$ cat config.mk
export PLATFORM = sky130hd
export DESIGN_NAME = tpd_two_of_three
export DESIGN_NICKNAME = d
export VERILOG_FILES = /design/src/rtl/tpd_pkg.sv /design/src/rtl/tpd_history.sv /design/src/rtl/tpd_window_eval.sv /design/src/rtl/tpd_two_of_three.sv
export SDC_FILE = /design/constraint.sdc
export NUM_CORES = 1
export LEC_CHECK = 0
export ABC_CLOCK_PERIOD_IN_PS = 970
export BUFFER_PORTS_ARGS = -buffer_cell sky130_fd_sc_hd__clkbuf_2
export CORE_AREA = 2 2 39 41
export CTS_BUF_LIST = sky130_fd_sc_hd__clkbuf_4
export CTS_CLUSTER_DIAMETER = 60
export DETAILED_ROUTE_END_ITERATION = 10
export DIE_AREA = 0 0 41 43
export SYNTH_ARGS = -nofsm -noshare
export SYNTH_HDL_FRONTEND = slang
export SYNTH_SLANG_ARGS = --single-unit
$ cat constraint.sdc
create_clock -name clk -period 0.97 [get_ports clk]
set_input_delay 0.1455 -clock clk [delete_from_list [all_inputs] [get_ports clk]]
set_output_delay 0.1455 -clock clk [all_outputs]
set_load 0.03 [all_outputs]
$ cat src/rtl/tpd_pkg.sv
package tpd_pkg;
    // Width of the sliding window, including the live input bit.
    localparam int WIN_BITS    = 3;
    // Ones count that constitutes a match.
    localparam int MATCH_ONES  = 2;
    // Stored history excludes the live bit.
    localparam int HIST_BITS   = WIN_BITS - 1;
endpackage

$ cat src/rtl/tpd_history.sv
module tpd_history #(
    parameter int HIST_W = tpd_pkg::HIST_BITS
) (
    input  logic              clk,
    input  logic              rst,
    input  logic              bit_in,
    input  logic              bit_vld,
    output logic [HIST_W-1:0] hist_o
);
    typedef struct packed {
        logic [HIST_W-1:0] bits;   // bit 0 is the newest accepted bit
    } hist_s;

    hist_s             st_d, st_q;
    logic [HIST_W-1:0] shifted;

    generate
        if (HIST_W == 1) begin : g_single
            assign shifted = bit_in;
        end else begin : g_multi
            assign shifted = {st_q.bits[HIST_W-2:0], bit_in};
        end
    endgenerate

    always_comb begin
        st_d = st_q;
        if (bit_vld) begin
            st_d.bits = shifted;
        end
    end

    always_ff @(posedge clk) begin
        if (rst) begin
            st_q <= '0;
        end else begin
            st_q <= st_d;
        end
    end

    assign hist_o = st_q.bits;


    hist_hold_idle_chk: assert property (@(posedge clk) disable iff (rst)
        !bit_vld |=> $stable(hist_o));


    hist_shift_in_chk: assert property (@(posedge clk) disable iff (rst)
        bit_vld |=> hist_o[0] == $past(bit_in));


    hist_reset_clear_chk: assert property (@(posedge clk) disable iff (rst)
        $past(rst) |-> hist_o == '0);
endmodule

$ cat src/rtl/tpd_window_eval.sv
module tpd_window_eval #(
    parameter int HIST_W = tpd_pkg::HIST_BITS,
    parameter int MATCH  = tpd_pkg::MATCH_ONES
) (
    input  logic [HIST_W-1:0] hist_i,
    input  logic              bit_in,
    input  logic              bit_vld,
    output logic              hit_o
);
    localparam int CNT_W = $clog2(HIST_W + 2);

    logic [CNT_W-1:0] hist_ones;
    logic             need_low;   // history count that matches when live bit is 1
    logic             need_high;  // history count that matches when live bit is 0

    always_comb begin
        hist_ones = '0;
        for (int i = 0; i < HIST_W; i++) begin
            hist_ones = hist_ones + CNT_W'(hist_i[i]);
        end
    end

    assign need_low  = (hist_ones == CNT_W'(MATCH - 1));
    assign need_high = (hist_ones == CNT_W'(MATCH));

    // Live bit steers a 2:1 mux between the two history conditions.
    always_comb begin
        hit_o = 1'b0;
        if (bit_vld) begin
            hit_o = bit_in ? need_low : need_high;
        end
    end
endmodule

$ cat src/rtl/tpd_two_of_three.sv
module tpd_two_of_three #(
    parameter int HIST_W = tpd_pkg::HIST_BITS,
    parameter int MATCH  = tpd_pkg::MATCH_ONES
) (
    input  logic clk,
    input  logic rst,
    input  logic bit_in,
    input  logic bit_vld,
    output logic detect_o
);
    logic [HIST_W-1:0] hist;

    tpd_history #(.HIST_W(HIST_W)) i_history (
        .clk     (clk),
        .rst     (rst),
        .bit_in  (bit_in),
        .bit_vld (bit_vld),
        .hist_o  (hist)
    );

    tpd_window_eval #(.HIST_W(HIST_W), .MATCH(MATCH)) i_eval (
        .hist_i  (hist),
        .bit_in  (bit_in),
        .bit_vld (bit_vld),
        .hit_o   (detect_o)
    );


    det_count_match_chk: assert property (@(posedge clk) disable iff (rst)
        bit_vld |-> detect_o == ($countones({hist, bit_in}) == MATCH));


    det_all_ones_low_chk: assert property (@(posedge clk) disable iff (rst)
        (bit_vld && bit_in && (&hist)) |-> !detect_o);


    det_idle_low_chk: assert property (@(posedge clk) disable iff (rst)
        !bit_vld |-> !detect_o);
endmodule

* Word-level counts from Yosys, hierarchy flattened
Cells that the tools add are included.
Word-level totals: bits in registers 2, latch bits 0, bits in writable memories 0, memory bits (read-only) 0, input bits 4, output and inout port bits 1, word-level logic and storage cells 6, memories 0
Cells by class: $add $sub $neg 1, $mul 0, divide/modulo/power cells 0, $lt $le $gt $ge 0, equal/unequal tests 2, shift operators 0, multiplexer cells 2, bitwise gates (word level) 0, reduce and logical (&&, ||, !) cells 0
Operator list (number):
- $add 1x1->2 | 1
- $eq 2x1->1 const B | 1
- $eq 2x2->1 const B | 1
- $mux 1 | 2

* Longest topological paths before layout
depth after elaboration 4, gate-level depth with buffers 3, depth with buffers taken out 3

* Cells and area by module
From an unflattened synthesis, not the netlist that was laid out.
Second synthesis, totals: cells, all modules 10, area, all modules 103.8 sq um
By module, submodules not included:
- tpd_history | instances 1, cells each 6, area each 67.6 sq um, seq. area each 40.0 sq um
- tpd_window_eval | instances 1, cells each 4, area each 36.3 sq um, seq. area each 0.0 sq um

* Worst setup path after synthesis
OpenSTA, ideal clock, no wires.
kind reg2out, start point reg i_history.st_q (netlist bit i_history.hist_o[0]), end point out detect_o, data arrival time 0.993 ns, path slack -0.169 ns, cell stages (with the launch flop) 4, buffers on the path 0, cells stage by stage dfxtp_1 > ha_1 > nand4bb_1 > nand2_1
On the way: longest elaborated chain between the ends 4
Ends and longest elaborated chain:
- start, declared | RTL line tpd_history.sv:14 | hist_s st_d, st_q;
- start signal, assigned | RTL line tpd_history.sv:36 | st_q <= st_d;
- $add 1x1->2 * | RTL line tpd_window_eval.sv:19 | hist_ones = hist_ones + CNT_W'(hist_i[i]);
- $eq 2x2->1 or $eq 2x1->1 (tied branches) | RTL line tpd_window_eval.sv:24, tpd_window_eval.sv:23
- $mux 1 * | RTL line tpd_window_eval.sv:30 | hit_o = bit_in ? need_low : need_high;
- $mux 1 * | RTL line tpd_window_eval.sv:29 | if (bit_vld) begin
- end, declared | RTL line tpd_two_of_three.sv:9 | output logic detect_o
Mark *: on every way between the ends. The rest lies on a longest branch, timed or not.

* Final worst setup path
start point reg i_history.st_q (netlist bit i_history.hist_o[1]), end point out detect_o
Same word-level chain as after synthesis.

==> results.ini <==
[timing]
rsz0062_at_grt = true
setup_ws_ns = -0.343
min_period_ns = 1.31
hold_ws_ns = 0.0844
slew_headroom_pct = 90.6
slew_viol_final = 0
fmax_mhz = 761
setup_viol = 1
skew_ns = 0.0000505
hold_viol_final = 0
tightestPinTransition_ns = 0.137
period_share_pct = 135

[min_path]
worstHoldStart = rst
hp-class = in -> reg

[synth]
syn_inst = 10
syn-cell-area_um2 = 104
synth_top_area_cell = dfxtp_1
synthTopCellsByArea = dfxtp_1 39%, mux2i_1 19%, ha_1 12%, nand4bb_1 11%, nand4b_1 8.4%
syn_area_per_cell_um2 = 10.4
synth_seq_area_share_pct = 38.6
synth_cell_type_count = 7
synth_top_area_share_pct = 38.6
yosys_warnings = 0
synth_seq_cells = 2
syn-num-nets = 15

[cts]
cts_made_buffers = 3
ctsLongestPathBuffers = 2
cts_tree = done
root_buffer = clkbuf_4
post-cts-setup-buffers = 0
insertion_delay_ns = 0.22
clock-sinks = 2
htree_levels = 1
hold_buffers = 0
clk_pin_slew_ns = 0.03

[route]
vias_per_cell = 2.88
route.met2.wl_um = 80
postRouteAntennaNets = 0
vias = 95
met3_length_um = 20
routed.top_layer = met3
drcViolationCount = 0
wl_met1_um = 109
wl_um = 211
drt_pass1_iterations = 4
drt-wirelength-per-cell_um = 6.39
drt_iter0_markers = 2

[place]
gp_congestion = 0.508
port_buffers = 4
placed_area_um2 = 161

[critical_path]
worst_setup_path_end_kind = output pin
arrival_ns = 1.17
critPathLaunchType = flip-flop
critPathKind = reg -> out
path_max_fanout = 2
cp.required_ns = 0.82
crit_start = i_history.hist_o[1]
r2r-start = i_history.hist_o[0]

[grt]
antenna_found_initial = 0
grt_overflow_total = 0
grt_max_degree = 5
grt_pass1_wl_um = 358
groute.usage.overall_pct = 3.31
grt_pass1_vias = 101

[status]
violations = setup timing
outcome = finished, violations left

[cells_and_area]
area_growth_pct = 86.7
nets = 24
antenna_cells = 0
largest_reg_flops = 2
design_area_um2 = 194
final_layout_size_suffix_gt1_share_pct = 64.7

[power_and_ir_drop]
power_density_nw_per_um2 = 1590
seqPwrFrac_pct = 29.8
internal_power_w = 0.000243
p_comb_share_pct = 10.8
p_sw_w = 0.0000658
power_frac_clock_pct = 59.4
p_leak_nw = 0.0832
vdd_drop_max_mv = 0.327
switching_share_pct = 21.3

[floorplanning]
start_util_pct = 7.50
num_rows = 14
die_x_um = 41
die-area_um2 = 1760
io_pins = 5
core_um2 = 1380
die_h_um = 43

[flow_run]
cap_violations = 0

## layout make-up
type	instances	area, um2
Timing Repair Buffer	4	30.0
Tap cell	16	20.0
Sequential cell	2	42.5
Clock buffer	3	22.5
Multi-Input combinational cell	8	78.8
Fill cell	154	1190
## cells by family after synthesis
family | count (synthesis) | share of synthesized area [%]
AND/OR/NAND/NOR | 5 | 30.1
multiplexers | 2 | 19.3
flip-flops | 2 | 38.6
adder cells (fa/ha/maj) | 1 | 12.0
## metal layers
metal,GRT usage [%],vias to the layer above
met5,0,-
met4,6.00,0
met2,3.44,5
met1,4.15,39
li1,-,51
met3,0,0
## layout by cell type, fill, tap and decap left out
master | Yosys | final
clkbuf_4 | 0 | 3
clkbuf_2 | 0 | 3
mux2i_1 | 2 | 2
nor2_1 | 2 | 2
dfxtp_2 | 0 | 2
nand4bb_1 | 1 | 1
nand4b_1 | 1 | 1
nand2_2 | 0 | 1
ha_4 | 0 | 1
buf_8 | 0 | 1
## synth_stat cells
cell,count
nand2_1,1
nand4bb_1,1
nand4b_1,1
ha_1,1
nor2_1,2
mux2i_1,2
dfxtp_1,2
## critical path: stages, from the launching register on
cell	delay (ns)
dfxtp_2	0.32
ha_4	0.23
nand4bb_1	0.18
nand2_2	0.09
buf_8	0.12
## repair_timing
action,CTS,global route
endpoints found under the hold margin,0,0
pin swaps,1,0
resized for setup,2,1
setup endpoints to repair,1,1
## power by group through the flow
stage	Clock (W)	Sequential [W]	Combinational (W)
2_1_floorplan	0	0.0000924	0.0000167
3_3_place_gp	0	0.0000927	0.0000295
3_5_place_dp	0	0.0000929	0.0000298
4_1_cts	0.000198	0.0000919	0.0000330
5_1_grt	0.000195	0.0000925	0.0000382
6_report	0.000183	0.0000919	0.0000335
## final timing paths
check,end,slack (ns),cells past startpoint
worst min register to register,i_history.hist_o[1],0.52,2
worst min-delay path,i_history.hist_o[0],0.08,2
worst max-delay path,detect_o,-0.34,4
worst max register to register,i_history.hist_o[1],0.34,2
## stage by stage
stage                     utilization, %  total power (W)  std cells  worst slack, ns  TNS, ns
after CTS                           13.9         0.000323         33           -0.378   -0.378
after floorplan                        -         0.000109         10          -0.0539  -0.0539
after global placement              11.7         0.000122         30           -0.173   -0.173
final                               14.0         0.000309         33           -0.343   -0.343
after global routing                14.0         0.000325         33           -0.407   -0.407
after detailed placement            11.7         0.000123         30           -0.177   -0.177
Power figures use the tool's default switching activity.
